==> src/rtl/ocp_pkg.sv <==
package ocp_pkg;
  typedef enum logic [1:0] {
    OCP_LATCH  = 2'b00,
    OCP_RETRY  = 2'b01,
    OCP_REPORT = 2'b10,
    OCP_OFF    = 2'b11
  } ocp_mode_e;
endpackage

==> src/rtl/ocp_deglitch.sv <==
module ocp_deglitch #(
  parameter int unsigned DEG_CYC = 45
) (
  input  logic clk_i,
  input  logic rst_ni,
  input  logic raw_i,
  output logic q_o
);
  localparam int unsigned CW = $clog2(DEG_CYC + 1);
  localparam logic [CW-1:0] TOP = CW'(DEG_CYC);

  logic [CW-1:0] cnt_q;

  always_ff @(posedge clk_i or negedge rst_ni) begin
    if (!rst_ni)          cnt_q <= '0;
    else if (!raw_i)      cnt_q <= '0;
    else if (cnt_q != TOP) cnt_q <= cnt_q + 1'b1;
  end

  assign q_o = (cnt_q == TOP);

  assert_q_needs_raw_R1: assert property (@(posedge clk_i) disable iff (!rst_ni)
    q_o |-> $past(raw_i));
  assert_low_drops_q_R1: assert property (@(posedge clk_i) disable iff (!rst_ni)
    !raw_i |=> !q_o);
endmodule

==> src/rtl/ocp_en_pulse.sv <==
module ocp_en_pulse #(
  parameter int unsigned RST_MIN_CYC = 150,
  parameter int unsigned RST_MAX_CYC = 400
) (
  input  logic clk_i,
  input  logic rst_ni,
  input  logic enable_i,
  output logic clr_o,
  output logic sleep_o
);
  localparam int unsigned LIM = RST_MAX_CYC + 1;
  localparam int unsigned CW  = $clog2(LIM + 1);
  localparam logic [CW-1:0] MINV = CW'(RST_MIN_CYC);
  localparam logic [CW-1:0] MAXV = CW'(RST_MAX_CYC);
  localparam logic [CW-1:0] LIMV = CW'(LIM);

  logic [CW-1:0] low_q;

  always_ff @(posedge clk_i or negedge rst_ni) begin
    if (!rst_ni)            low_q <= '0;
    else if (enable_i)      low_q <= '0;
    else if (low_q != LIMV) low_q <= low_q + 1'b1;
  end

  // clear fires on the first high sample after a low run inside the window
  assign clr_o   = enable_i && (low_q >= MINV) && (low_q <= MAXV);
  assign sleep_o = (low_q == LIMV);

  assert_clr_on_rise_R8: assert property (@(posedge clk_i) disable iff (!rst_ni)
    clr_o |-> (enable_i && !$past(enable_i)));
  assert_sleep_low_R9: assert property (@(posedge clk_i) disable iff (!rst_ni)
    sleep_o |-> !$past(enable_i));
endmodule

==> src/rtl/ocp_policy.sv <==
module ocp_policy
  import ocp_pkg::*;
#(
  parameter int unsigned NCH             = 9,
  parameter int unsigned RETRY_LONG_CYC  = 40000,
  parameter int unsigned RETRY_SHORT_CYC = 5000
) (
  input  logic           clk_i,
  input  logic           rst_ni,
  input  ocp_mode_e      mode_i,
  input  logic           retry_sel_i,
  input  logic [NCH-1:0] q_i,
  input  logic           clr_req_i,
  output logic [NCH-1:0] stat_o,
  output logic           gate_off_o,
  output logic           clr_ok_o
);
  localparam int unsigned RMAX = (RETRY_LONG_CYC > RETRY_SHORT_CYC) ? RETRY_LONG_CYC
                                                                    : RETRY_SHORT_CYC;
  localparam int unsigned RW = $clog2(RMAX + 1);
  localparam logic [RW-1:0] RLONG  = RW'(RETRY_LONG_CYC);
  localparam logic [RW-1:0] RSHORT = RW'(RETRY_SHORT_CYC);

  logic [NCH-1:0] stat_q;
  logic           lat_q;
  logic [RW-1:0]  rty_q;
  logic           any_oc;

  assign any_oc   = |q_i;
  assign clr_ok_o = clr_req_i && !any_oc;

  always_ff @(posedge clk_i or negedge rst_ni) begin
    if (!rst_ni) begin
      stat_q <= '0;
      lat_q  <= 1'b0;
      rty_q  <= '0;
    end else if (clr_ok_o) begin
      stat_q <= '0;
      lat_q  <= 1'b0;
      rty_q  <= '0;
    end else begin
      stat_q <= stat_q | q_i;
      if (mode_i == OCP_LATCH && any_oc) lat_q <= 1'b1;
      if (mode_i == OCP_RETRY && any_oc) rty_q <= retry_sel_i ? RSHORT : RLONG;
      else if (rty_q != '0)              rty_q <= rty_q - 1'b1;
    end
  end

  assign stat_o     = stat_q;
  assign gate_off_o = lat_q | (rty_q != '0);

  assert_latch_off_R2: assert property (@(posedge clk_i) disable iff (!rst_ni)
    (mode_i == OCP_LATCH && any_oc) |=> gate_off_o);
  assert_retry_off_R3: assert property (@(posedge clk_i) disable iff (!rst_ni)
    (mode_i == OCP_RETRY && any_oc) |=> gate_off_o);
  assert_report_no_off_R4: assert property (@(posedge clk_i) disable iff (!rst_ni)
    (mode_i == OCP_REPORT && !gate_off_o) |=> !gate_off_o);
  assert_sticky_R6: assert property (@(posedge clk_i) disable iff (!rst_ni)
    !clr_ok_o |=> ((stat_o & $past(stat_o)) == $past(stat_o)));
  assert_clear_blocked_R7: assert property (@(posedge clk_i) disable iff (!rst_ni)
    any_oc |=> ((stat_o & $past(q_i)) == $past(q_i)));
endmodule

==> src/rtl/ocp_fault_ctrl.sv <==
module ocp_fault_ctrl
  import ocp_pkg::*;
#(
  parameter int unsigned NUM_VDS         = 6,
  parameter int unsigned NUM_SEN         = 3,
  parameter int unsigned DEG_CYC         = 45,
  parameter int unsigned RETRY_LONG_CYC  = 40000,
  parameter int unsigned RETRY_SHORT_CYC = 5000,
  parameter int unsigned RST_MIN_CYC     = 150,
  parameter int unsigned RST_MAX_CYC     = 400
) (
  input  logic               clk_i,
  input  logic               rst_ni,
  input  logic [1:0]         mode_i,
  input  logic               retry_sel_i,
  input  logic               sen_dis_i,
  input  logic               clr_i,
  input  logic               enable_i,
  input  logic [NUM_VDS-1:0] vds_flag_i,
  input  logic [NUM_SEN-1:0] sen_flag_i,
  output logic               gate_off_o,
  output logic               fault_no,
  output logic [NUM_VDS-1:0] vds_stat_o,
  output logic [NUM_SEN-1:0] sen_stat_o,
  output logic               sleep_o
);
  localparam int unsigned NCH = NUM_VDS + NUM_SEN;

  ocp_mode_e      mode;
  logic           vds_en, sen_en;
  logic [NCH-1:0] raw, q, stat;
  logic           en_clr, clr_req, clr_ok;

  assign mode   = ocp_mode_e'(mode_i);
  assign vds_en = (mode != OCP_OFF);
  assign sen_en = vds_en && !sen_dis_i;

  assign raw[NUM_VDS-1:0]   = vds_flag_i & {NUM_VDS{vds_en}};
  assign raw[NCH-1:NUM_VDS] = sen_flag_i & {NUM_SEN{sen_en}};

  for (genvar i = 0; i < NCH; i++) begin : g_deg
    ocp_deglitch #(.DEG_CYC(DEG_CYC)) u_deg (
      .clk_i (clk_i),
      .rst_ni(rst_ni),
      .raw_i (raw[i]),
      .q_o   (q[i])
    );
  end

  ocp_en_pulse #(
    .RST_MIN_CYC(RST_MIN_CYC),
    .RST_MAX_CYC(RST_MAX_CYC)
  ) u_en (
    .clk_i   (clk_i),
    .rst_ni  (rst_ni),
    .enable_i(enable_i),
    .clr_o   (en_clr),
    .sleep_o (sleep_o)
  );

  assign clr_req = clr_i | en_clr;

  ocp_policy #(
    .NCH            (NCH),
    .RETRY_LONG_CYC (RETRY_LONG_CYC),
    .RETRY_SHORT_CYC(RETRY_SHORT_CYC)
  ) u_pol (
    .clk_i      (clk_i),
    .rst_ni     (rst_ni),
    .mode_i     (mode),
    .retry_sel_i(retry_sel_i),
    .q_i        (q),
    .clr_req_i  (clr_req),
    .stat_o     (stat),
    .gate_off_o (gate_off_o),
    .clr_ok_o   (clr_ok)
  );

  assign vds_stat_o = stat[NUM_VDS-1:0];
  assign sen_stat_o = stat[NCH-1:NUM_VDS];
  assign fault_no   = ~|stat;

  assert_off_mode_quiet_R5: assert property (@(posedge clk_i) disable iff (!rst_ni)
    (mode == OCP_OFF && $past(mode) == OCP_OFF && !(|stat)) |=> !(|stat));
  assert_clear_empties_R7: assert property (@(posedge clk_i) disable iff (!rst_ni)
    clr_ok |=> (fault_no && !gate_off_o));
endmodule

==> config.mk <==
export PLATFORM = sky130hd
export DESIGN_NAME = ocp_fault_ctrl
export DESIGN_NICKNAME = d
export VERILOG_FILES = /design/src/rtl/ocp_pkg.sv /design/src/rtl/ocp_deglitch.sv /design/src/rtl/ocp_en_pulse.sv /design/src/rtl/ocp_policy.sv /design/src/rtl/ocp_fault_ctrl.sv
export SDC_FILE = /design/constraint.sdc
export NUM_CORES = 1
export LEC_CHECK = 0
export BUFFER_PORTS_ARGS = -buffer_cell sky130_fd_sc_hd__buf_2
export CORE_MARGIN = 8
export CORE_UTILIZATION = 65
export CTS_CLUSTER_DIAMETER = 80
export DETAILED_ROUTE_END_ITERATION = 16
export PLACE_DENSITY_LB_ADDON = 0.25
export SYNTH_ARGS = -nofsm -noshare
export SYNTH_HDL_FRONTEND = slang
export SYNTH_SLANG_ARGS = --single-unit
==> constraint.sdc <==
create_clock -name clk_i -period 5.1 [get_ports clk_i]
set_input_delay 0.765 -clock clk_i [delete_from_list [all_inputs] [get_ports clk_i]]
set_output_delay 0.765 -clock clk_i [all_outputs]
set_load 0.005 [all_outputs]
==> summary.txt, run 1 <==
nature of the critical path startpoint = flip-flop
register-to-register path setup slack = 2250 ps
kind of capture point of the worst setup path = primary output
buffer and inverter count on the worst path = 1
final worst-path cycle share = 63.1%
unrepaired setup endpoints after global routing = no
longest individual stage delay on the worst path = 660 ps
critical path class = flip-flop to primary output
wire length on met2 = 4350 um
dominant delay contributor by cell family on the critical path = simple AND/OR/NAND/NOR gates
summed area of non-filler cells in the final layout = 4940 um^2
actual transition at the worst max-transition pin = 1190 ps
sequential fraction of the synthesis area = 48.8%
number of nets still failing antenna checks after routing = 0
CP required = 4340 ps
maximum achievable frequency = 311 MHz
share of final-layout standard cells stronger than drive strength 1 = 10.6%
Worst Reg2Reg Path Length in Cells = 6
cell type with the highest aggregate area in the netlist = sky130_fd_sc_hd__dfrtp_1
GP Congestion = 0.835
Post-Place Cell Area = 4770 um^2
Row Count = 30
Commonest cells post-synth = 89 x sky130_fd_sc_hd__dfrtp_1, 69 x sky130_fd_sc_hd__nor2_1, 38 x sky130_fd_sc_hd__nand3_1, 30 x sky130_fd_sc_hd__nand2_1, 29 x sky130_fd_sc_hd__xor2_1
post-route total power = 1.69 mW
number of slew-limit violations in the final report = 0
first-pass GRT wire length = 15,600 um
number of buffers inserted for hold repair after clock tree synthesis = 0
Net count, final = 543
Placed Cells incl. Taps = 588
leftover overflow at the end of global routing = 0
Hold/Removal Path Class = flip-flop to flip-flop
reg2reg end = u_pol.rty_q[13]
Setup-failing EPs final = 0
final WL = 8840 um
clock tree from TritonCTS = built
register area = 2230 um^2
Setup Total Neg Slack = 0 ps
count of endpoints failing hold in the final timing report = 0
top-count cell post-synth = sky130_fd_sc_hd__dfrtp_1
leakage power = 2.30 nW
Synth Flop Type = sky130_fd_sc_hd__dfrtp_1
Net Count, Synth = 516
total area of multi-input combinational cells = 2200 um^2
Synth warnings = 0
peak fanout along the critical path = 18
count of different cell masters after synthesis = 43
die footprint = 9960 um^2
ratio of total power to cell area = 342 nW/um^2
count of antenna diodes in the layout = 0
vias in the first global route = 3,440
worst slew slack as a fraction of its limit = 20.6%
area share of the leading cell type in the synthesized netlist = 48.8%
clock slew seen by the registers of the worst setup and hold paths = 90 ps
area added between synthesis and finish = 8.39%
Cell Count, Final, Fillers Out = 604
Seq cells post-synth = 89
number of buffers on the longest clock path = 2
Vias per Instance = 5.72
# H-tree levels = 3
clk_skew = 8.75 ps
post-synthesis cell area = 4560 um^2
status = completed
met3 WL post-DR = 308 um
violation count after the first detailed-routing iteration = 116
cell count after synthesis = 476
total number of clock tree sinks = 89
syn_area_per_cell = 9.58 um^2
data arrival time of the critical path = 2450 ps
per-cell routed wire length = 14.6 um
launching point of the worst reg2reg path = g_deg[2].u_deg.cnt_q[0]
DR vias = 3,453
Met1 Wirelength = 4080 um
top routing layer used = met4
biggest area contributors in the synthesized netlist = sky130_fd_sc_hd__dfrtp_1 49%, sky130_fd_sc_hd__ha_1 6.3%, sky130_fd_sc_hd__nor2_1 5.7%
core area = 6790 um^2
fill cell total of the finished layout = 481
worst skew pair latency = 350 ps
buffers added on ports = 28
max-cap violations = 0
Starting Density = 67.1%
IO Count = 29
count of flip-flops with a built-in enable after synthesis = 0
peak supply drop = 0.000248 V
TritonRoute pass-1 iters = 4
total routing resource utilization after global routing = 19.3%
Hold Path Origin = u_pol.stat_o[8]
Die X-Extent = 99.8 um
antenna violations before repair = 0
CTS resizes = 0
CTS root buffer = sky130_fd_sc_hd__clkbuf_8
Cell Chain, Critical Path = or4_4 -> nand2b_4 -> or4b_4 -> nand2b_1 -> buf_2
count of buffers added by post-CTS timing repair for setup = 0
pin count of the biggest net entering global routing = 90
share of async-settable or async-resettable flops after synthesis = 100%
worst-case hold path end point = u_pol.stat_o[8]
post-layout min period = 3220 ps
drt drc = 0
DP HPWL = 6240 um
cell with the largest stage delay on the worst path = sky130_fd_sc_hd__or4b_4
CTS Buf Count = 9
worst hold path stage count = 2
die outline height = 99.8 um
[final cells by class]
class,instances,share of cell area [%]
Tap cell,96,2.43
Timing Repair Buffer,28,2.88
Clock inverter,6,0.835
Clock buffer,10,2.78
Sequential cell,89,45.0
Multi-Input combinational cell,354,44.4
Inverter,21,1.59
[placed cells by master, fill, tap and decap left out, drive strengths merged, types with 2 or more instances in the layout]
cell type,Yosys,layout
a211oi,13,13
a21o,2,2
a21oi,28,28
a31oi,2,2
and2,5,5
and3,5,5
and4b,2,2
buf,5,28
clkbuf,7,10
clkinv,0,4
dfrtp,89,89
ha,23,23
inv,21,23
nand2,30,30
nand2b,5,5
nand3,38,38
nand3b,5,5
nand4,9,9
nand4b,5,5
nor2,69,69
nor2b,2,2
nor3,18,18
nor3b,2,2
nor4,6,6
o21ai,16,16
or2,4,4
or3,10,10
xnor2,17,17
xor2,29,29
[through the flow]
step                hold WS [ps]  utilization [%]  setup slack, ps
finish                       551             72.8             1880
CTS                          553             72.8             1870
detailed placement           531             70.1             2280
global route                 572             72.8             1770
floorplan                    469                -             2310
global placement             517             70.1             2300
[layer usage]
layer / up-vias / track usage (%)
li1: 1697 / -
met1: 1696 / 24.7
met2: 50 / 31.3
met3: 10 / 5.05
met4: 0 / 6.05
met5: - / 0
[sequential cells by signal, summed over array words and instances (netlist names)]
signal,flops
u_pol.lat_q,1
u_pol.rty_q,16
g_deg.u_deg.cnt_q,54
u_pol.stat_o,9
u_en.low_q,9
[where the power goes]
group | internal, mW | total (mW) | switching [mW] | leakage [nW]
registers | 0.762 | 0.826 | 0.0631 | 1.22
logic | 0.194 | 0.426 | 0.232 | 0.986
clock network | 0.192 | 0.440 | 0.248 | 0.0968
[logic make-up after synthesis]
family / count (synthesis) / synth area share [%]
xor+xnor: 46 / 8.83
buf+inv: 33 / 3.02
flops: 89 / 48.8
mux: 1 / 0.219
fa+ha+maj: 23 / 6.31
simple gates: 218 / 24.1
compound gates: 66 / 8.75
[worst max-delay path by stage]
stage                          startpoint    endpoint  slack (ps)  cells past startpoint
after floorplan           u_pol.rty_q[10]  gate_off_o        2310                      6
after global placement    u_pol.rty_q[10]  gate_off_o        2300                      5
after detailed placement  u_pol.rty_q[10]  gate_off_o        2280                      5
after CTS                 u_pol.rty_q[10]  gate_off_o        1870                      5
after global routing      u_pol.rty_q[10]  gate_off_o        1770                      5
final                     u_pol.rty_q[10]  gate_off_o        1880                      5
[worst reg2reg max path, cell delays in order (launching register included)]
cell	delay, ps
sky130_fd_sc_hd__dfrtp_1	440
sky130_fd_sc_hd__ha_1	230
sky130_fd_sc_hd__nand4b_1	290
sky130_fd_sc_hd__nand4_1	240
sky130_fd_sc_hd__or3_1	440
sky130_fd_sc_hd__a21oi_2	870
sky130_fd_sc_hd__nor3_1	160
Note: power is estimated with default switching activity, not from simulation.
==> run 2, diff against run 1 <==
--- a/config.mk
+++ b/config.mk
@@ -5,9 +5,10 @@
 export SDC_FILE = /design/constraint.sdc
 export NUM_CORES = 1
 export LEC_CHECK = 0
+export ABC_AREA = 1
 export BUFFER_PORTS_ARGS = -buffer_cell sky130_fd_sc_hd__buf_2
 export CORE_MARGIN = 8
-export CORE_UTILIZATION = 65
+export CORE_UTILIZATION = 55
 export CTS_CLUSTER_DIAMETER = 80
 export DETAILED_ROUTE_END_ITERATION = 16
 export PLACE_DENSITY_LB_ADDON = 0.25
==> constraint.sdc (replaced) <==
create_clock -name clk_i -period 2.6 [get_ports clk_i]
set_input_delay 0.39 -clock clk_i [delete_from_list [all_inputs] [get_ports clk_i]]
set_output_delay 0.39 -clock clk_i [all_outputs]
set_load 0.005 [all_outputs]
==> run 2 against run 1 <==
Area after synthesis up 6.3%; final cell count is 25% higher; sequential power increased by 110%; synthesized cell count up 26%; sequential share of layout area fell by 3.7 points; worst hold slack lost 530 ps; flip-flop and latch count is the same; first-iteration DRC count rose by 76%; via count up 14%; critical endpoint unchanged; largest cell class is now multi-input combinational cells.
==> summary.txt, run 2 <==
cell count after synthesis = 602 (+26%)
reg2reg end = u_pol.rty_q[6]
clock tree from TritonCTS = built
CTS root buffer = sky130_fd_sc_hd__clkbuf_8
unrepaired setup endpoints after global routing = no
longest individual stage delay on the worst path = 420 ps (-240 ps)
CTS resizes = 0 (unchanged)
CP required = 2210 ps (-2130 ps)
final WL = 9680 um (+9.4%)
Net Count, Synth = 642 (+24%)
most used cells in the layout excluding fill and tap cells = 113 x sky130_fd_sc_hd__nand2_1, 89 x sky130_fd_sc_hd__nor2_1, 89 x sky130_fd_sc_hd__dfrtp_1
area share of the leading cell type in the synthesized netlist = 45.9% (-2.9 points)
peak supply drop = 0.000361 V (+46%)
vias in the first global route = 3,906 (+14%)
total number of clock tree sinks = 89 (unchanged)
DP HPWL = 7150 um (+14%)
share of async-settable or async-resettable flops after synthesis = 100% (unchanged)
nature of the critical path startpoint = flip-flop
Worst Setup EP = gate_off_o
number of buffers inserted for hold repair after clock tree synthesis = 0 (unchanged)
CTS Buf Count = 9 (unchanged)
clock slew seen by the registers of the worst setup and hold paths = 90 ps (about the same)
Row Count = 34 (+13%)
worst skew pair latency = 350 ps (about the same)
Vias per Instance = 5.24 (-8.4%)
top-count cell post-synth = sky130_fd_sc_hd__nand2_1
# H-tree levels = 3 (unchanged)
cell type with the highest aggregate area in the netlist = sky130_fd_sc_hd__dfrtp_1
biggest regs = g_deg.u_deg.cnt_q (54), u_pol.rty_q (16)
Synth Flop Type = sky130_fd_sc_hd__dfrtp_1
first-pass GRT wire length = 17,000 um (+8.7%)
TritonRoute pass-1 iters = 4 (unchanged)
compound-gate portion of the synthesized area = 9.22% (+0.47 points)
Cell Chain, Critical Path = inv_1 -> ha_1 -> nand4_1 -> nor2_1 -> nand2_1 -> or2_2 -> buf_2
Core Util, Final = 62.4% (-10 points)
IO Count = 29 (unchanged)
launching point of the worst reg2reg path = g_deg[4].u_deg.cnt_q[0]
register-to-register path setup slack = 620 ps (-1630 ps)
die outline height = 110 um (+10%)
Die X-Extent = 110 um (+10%)
Worst Reg2Reg Path Length in Cells = 11 (+5)
mux share of post-synthesis cell area = 0% (-0.22 points)
count of buffers added by post-CTS timing repair for setup = 0 (unchanged)
largest register by flop count = g_deg.u_deg.cnt_q
critical path class = flip-flop to primary output
total routing resource utilization after global routing = 17.4% (-1.9 points)
drt drc = 0 (unchanged)
actual transition at the worst max-transition pin = 586 ps (-606 ps)
fill cell total of the finished layout = 745 (+55%)
final worst-path cycle share = 90.7%
sequential fraction of the synthesis area = 45.9% (-2.9 points)
area added between synthesis and finish = 11.1%
core area = 8640 um^2 (+27%)
number of nets still failing antenna checks after routing = 0 (unchanged)
syn_area_per_cell = 8.05 um^2 (-16%)
violation count after the first detailed-routing iteration = 204 (+76%)
final worst hold slack = 25.5 ps (-525 ps)
Setup-failing EPs final = 0 (unchanged)
antenna violations before repair = 0 (unchanged)
ratio of total power to cell area = 785 nW/um^2 (+130%)
leftover overflow at the end of global routing = 0 (unchanged)
peak fanout along the critical path = 8 (-10)
number of buffers on the longest clock path = 2 (unchanged)
xor and xnor fraction of the mapped netlist area = 4.52% (-4.3 points)
clk_skew = 11.8 ps (+3.09 ps)
worst slew slack as a fraction of its limit = 60.9% (+40 points)
number of slew-limit violations in the final report = 0 (unchanged)
fraction of the mapped netlist area in adder cells = 5.94% (-0.37 points)
count of flip-flops with a built-in enable after synthesis = 0 (unchanged)
Worst Setup SP = u_pol.rty_q[0]
max-cap violations = 0 (unchanged)
die footprint = 12,100 um^2 (+21%)
flip-flop count of the largest register, all copies and words added = 54 (unchanged)
Commonest cells post-synth = 113 x sky130_fd_sc_hd__nand2_1, 89 x sky130_fd_sc_hd__dfrtp_1, 89 x sky130_fd_sc_hd__nor2_1, 81 x sky130_fd_sc_hd__inv_1, 45 x sky130_fd_sc_hd__nand3_1
maximum achievable frequency = 424 MHz
simple-gate area share of the yosys netlist = 27.5% (+3.4 points)
status = completed
count of different cell masters after synthesis = 34 (-21%)
Synth warnings = 0 (unchanged)
Seq cells post-synth = 89 (unchanged)
share of final-layout standard cells stronger than drive strength 1 = 11.8% (+1.2 points)
per-cell routed wire length = 12.9 um (-12%)
Hold/Removal Path Class = input port to asynchronous set/reset pin
Setup Total Neg Slack = 0 ps (unchanged)
GP Congestion = 0.900 (+7.8%)
commonest non-fill, non-tap cell in the layout = sky130_fd_sc_hd__nand2_1
count of endpoints failing hold in the final timing report = 0 (unchanged)
post-layout min period = 2360 ps
biggest area contributors in the synthesized netlist = sky130_fd_sc_hd__dfrtp_1 46%, sky130_fd_sc_hd__nand2_1 8.8%, sky130_fd_sc_hd__nor2_1 6.9%
DR vias = 3,939 (+14%)
cell with the largest stage delay on the worst path = sky130_fd_sc_hd__dfrtp_1
Net count, final = 679 (+25%)
leakage power = 2.70 nW (+17%)
data arrival time of the critical path = 1970 ps (-480 ps)
post-synthesis cell area = 4850 um^2 (+6.3%)
kind of capture point of the worst setup path = primary output
Starting Density = 56.1% (-11 points)
pin count of the biggest net entering global routing = 46 (-49%)
dominant combinational cell family by area after synthesis = simple AND/OR/NAND/NOR gates
count of antenna diodes in the layout = 0 (unchanged)
buffers added on ports = 28 (unchanged)
-- run 2: cell count changes after synthesis, moves of 8 or more --
cell and change:
sky130_fd_sc_hd__nand2_1 +83, sky130_fd_sc_hd__xnor2_1 -13, sky130_fd_sc_hd__nor3_1 -13, sky130_fd_sc_hd__nor2_1 +20, sky130_fd_sc_hd__a21oi_1 +10, sky130_fd_sc_hd__nand2_2 +13, sky130_fd_sc_hd__xor2_1 -8, sky130_fd_sc_hd__inv_1 +60
sky130_fd_sc_hd__or3_1 -10, sky130_fd_sc_hd__o21ai_0 +14, sky130_fd_sc_hd__a211oi_1 -12
-- run 2: cell type report --
cell class | count | area, um^2 | area share (%)
multi-input cells | 427 | 2280 | 42.4
flip-flops and latches | 89 | 2230 | 41.3
inverters | 83 | 312 | 5.78
repair buffers | 29 | 163 | 3.02
clock inverters | 6 | 138 | 2.56
well taps | 108 | 135 | 2.51
clock buffers | 10 | 128 | 2.37
-- run 2: metal layers --
| layer | wire (um) | part of all wire (%) | vias to the layer above | GRT usage (%) |
|---|---|---|---|---|
| met4 | 131 | 1.4 | 0 | 4.44 |
| met2 | 4670 | 48 | 64 | 29.9 |
| li1 | - | - | 1998 | - |
| met5 | 0 | 0 | - | 0 |
| met3 | 413 | 4.3 | 13 | 4.34 |
| met1 | 4460 | 46 | 1864 | 21.4 |
-- run 2: kinds of logic after synthesis --
| kind of cell | count (synthesis) |
|---|---|
| and+or+nand+nor | 296 |
| xor gates and xnor gates | 25 |
| adders and majority gates | 23 |
| AOI/OAI and AO/OA | 83 |
| buffers and inverters | 86 |
| DFF | 89 |
-- run 2: power by group --
| group | internal, mW | leakage, nW | switching [mW] |
|---|---|---|---|
| combinational | 0.472 | 1.35 | 0.776 |
| sequential | 1.56 | 1.22 | 0.187 |
| clock | 0.743 | 0.131 | 0.493 |
-- run 2: per-stage QoR --
stage | instance area (um^2) | worst slack [ps] | std cells | power [mW]
after global placement | 5120 | 673 | 736 | 2.97
after CTS | 5390 | 222 | 752 | 4.26
final | 5390 | 241 | 752 | 4.23
after global routing | 5390 | 76.0 | 752 | 4.57
after detailed placement | 5120 | 625 | 736 | 3.00
after floorplan | 4850 | 875 | 602 | 2.71
-- run 2: how the worst min path moves through the flow --
stage                                    endpoint  slack [ps]
final                               u_en.low_q[8]          30
after detailed placement            u_en.low_q[8]         430
after floorplan           g_deg[0].u_deg.cnt_q[0]          90
after global routing      g_deg[1].u_deg.cnt_q[5]          70
after global placement              u_en.low_q[8]         430
after CTS                           u_en.low_q[8]          50
-- run 2: critical path: cells and delay by family, from the launching register on --
kind | cells | cell delay [ps]
fa+ha+maj | 1 | 210
simple gates | 4 | 740
flops | 1 | 420
buf+inv | 2 | 250
==> run 3, diff against run 2 <==
--- a/config.mk
+++ b/config.mk
@@ -11,6 +11,7 @@
 export CORE_UTILIZATION = 55
 export CTS_CLUSTER_DIAMETER = 80
 export DETAILED_ROUTE_END_ITERATION = 16
+export HOLD_SLACK_MARGIN = 0.05
 export PLACE_DENSITY_LB_ADDON = 0.25
 export SYNTH_ARGS = -nofsm -noshare
 export SYNTH_HDL_FRONTEND = slang
==> run 3 against run 2 <==
Wire length is essentially flat; fmax up 0.15%; clock power hardly changed; critical path depth unchanged; flip-flop and latch count unchanged; clock skew grew 0.90 ps; largest power group unchanged.
==> summary.txt, run 3 (synthesis results as in run 2) <==
Hold/Removal Path Class = input port to flip-flop
Vias per Instance = 5.24 (about the same)
number of slew-limit violations in the final report = 0 (unchanged)
Worst Slack Setup Final = 244 ps (+3.53 ps)
Post-Place Cell Area = 5120 um^2 (unchanged)
unrepaired setup endpoints after global routing = no
actual transition at the worst max-transition pin = 587 ps (+1.30 ps)
buffers added on ports = 28 (unchanged)
worst skew pair latency = 350 ps (about the same)
final WL = 9680 um (about the same)
Placement Setup Slack = 625 ps (unchanged)
post-layout min period = 2360 ps (-3.53 ps)
register-to-register path setup slack = 620 ps (about the same)
core area = 8640 um^2 (unchanged)
violation count after the first detailed-routing iteration = 206 (+0.98%)
worst hold path stage count = 2
Net count, final = 680 (+0.15%)
area added between synthesis and finish = 11.3%
number of cells on the critical path = 7 (unchanged)
antenna violations before repair = 0 (unchanged)
CTS root buffer = sky130_fd_sc_hd__clkbuf_8
leftover overflow at the end of global routing = 0 (unchanged)
pin count of the biggest net entering global routing = 46 (unchanged)
count of buffers added by post-CTS timing repair for setup = 0 (unchanged)
Worst Reg2Reg Path Length in Cells = 11 (unchanged)
leakage power = 2.70 nW (+0.15%)
post-route total power = 4.23 mW (about the same)
kind of capture point of the worst setup path = primary output
most used cells in the layout excluding fill and tap cells = 113 x sky130_fd_sc_hd__nand2_1, 89 x sky130_fd_sc_hd__nor2_1, 89 x sky130_fd_sc_hd__dfrtp_1
CTS resizes = 0 (unchanged)
buffer and inverter count on the worst path = 2 (unchanged)
flip-flop count of the largest register, all copies and words added = 54 (unchanged)
count of endpoints failing hold in the final timing report = 0 (unchanged)
count of antenna diodes in the layout = 0 (unchanged)
drt drc = 0 (unchanged)
Die X-Extent = 110 um (unchanged)
data arrival time of the critical path = 1970 ps (about the same)
die outline height = 110 um (unchanged)
Cell Count, Final, Fillers Out = 753 (+0.13%)
ratio of total power to cell area = 784 nW/um^2 (-0.15%)
maximum achievable frequency = 425 MHz (+0.15%)
share of final-layout standard cells stronger than drive strength 1 = 11.8% (-0.018 points)
Starting Density = 56.1% (unchanged)
Worst Setup SP = u_pol.rty_q[0]
CTS Buf Count = 9 (unchanged)
reg2reg end = u_pol.rty_q[6]
clock tree from TritonCTS = built
status = completed
vias in the first global route = 3,914 (+0.20%)
number of nets still failing antenna checks after routing = 0 (unchanged)
die footprint = 12,100 um^2 (unchanged)
worst slew slack as a fraction of its limit = 60.8% (-0.087 points)
worst-case hold path end point = u_en.low_q[8]
first-pass GRT wire length = 17,000 um (+0.16%)
max-cap violations = 0 (unchanged)
longest individual stage delay on the worst path = 420 ps (about the same)
Hold Path Origin = enable_i
Placed Cells incl. Taps = 736 (unchanged)
dominant delay contributor by cell family on the critical path = simple AND/OR/NAND/NOR gates
peak fanout along the critical path = 8 (unchanged)
CP required = 2210 ps (about the same)
final worst-path cycle share = 90.6% (-0.14 points)
number of buffers on the longest clock path = 2 (unchanged)
IO Count = 29 (unchanged)
final worst hold slack = 257 ps (+232 ps)
GP Congestion = 0.900 (unchanged)
commonest non-fill, non-tap cell in the layout = sky130_fd_sc_hd__nand2_1
Cell Chain, Critical Path = inv_1 -> ha_1 -> nand4_1 -> nor2_1 -> nand2_1 -> or2_2 -> buf_2
peak supply drop = 0.000361 V (about the same)
biggest regs = g_deg.u_deg.cnt_q (54), u_pol.rty_q (16)
total routing resource utilization after global routing = 17.5% (+0.025 points)
DR vias = 3,944 (+0.13%)
clk_skew = 12.7 ps (+0.900 ps)
# H-tree levels = 3 (unchanged)
TritonRoute pass-1 iters = 4 (unchanged)
summed area of non-filler cells in the final layout = 5400 um^2 (+0.19%)
launching point of the worst reg2reg path = g_deg[4].u_deg.cnt_q[0]
largest register by flop count = g_deg.u_deg.cnt_q
per-cell routed wire length = 12.8 um (-0.14%)
critical path class = flip-flop to primary output
total number of clock tree sinks = 89 (unchanged)
Row Count = 34 (unchanged)
DP HPWL = 7150 um (unchanged)
clock slew seen by the registers of the worst setup and hold paths = 90 ps (about the same)
Core Util, Final = 62.5% (+0.12 points)
cell with the largest stage delay on the worst path = sky130_fd_sc_hd__dfrtp_1
Setup Total Neg Slack = 0 ps (unchanged)
nature of the critical path startpoint = flip-flop
Setup-failing EPs final = 0 (unchanged)
==> run 3: cell count changes in the layout (fill, tap and decap cells not counted), sizes merged <==
cell,change
dlygate4sd3,+1
==> run 3: worst max path at each step <==
stage,end,slack (ps)
floorplan,gate_off_o,880
global placement,gate_off_o,670
detailed placement,gate_off_o,620
CTS,gate_off_o,220
global route,gate_off_o,80
finish,gate_off_o,240
==> run 3: layer usage <==
layer  global-route usage, %  vias to the layer above  routed length (um)
met5                       0                        -                   0
met4                    4.44                        0                 102
met3                    4.28                       10                 416
met2                    30.0                       70                4700
met1                    21.4                     1864                4460
li1                        -                     2000                   -
==> run 3: layout make-up <==
cell class / count / area (um^2)
Tap cell: 108 / 135
Clock buffer: 10 / 128
Timing Repair Buffer: 30 / 173
Sequential cell: 89 / 2230
Multi-Input combinational cell: 427 / 2280
Inverter: 83 / 312
Fill cell: 744 / 3240
Clock inverter: 6 / 138
==> run 3: repair_timing <==
item | CTS | global route
hold endpoints to repair | 21 | 0
endpoints found under the setup margin | 0 | 0
hold buffers | 1 | 0
==> run 3: power by group <==
| part | internal, mW | switching, mW | total (mW) | leakage (nW) |
|---|---|---|---|---|
| logic | 0.473 | 0.775 | 1.25 | 1.35 |
| registers | 1.56 | 0.186 | 1.74 | 1.22 |
| clock network | 0.743 | 0.496 | 1.24 | 0.131 |
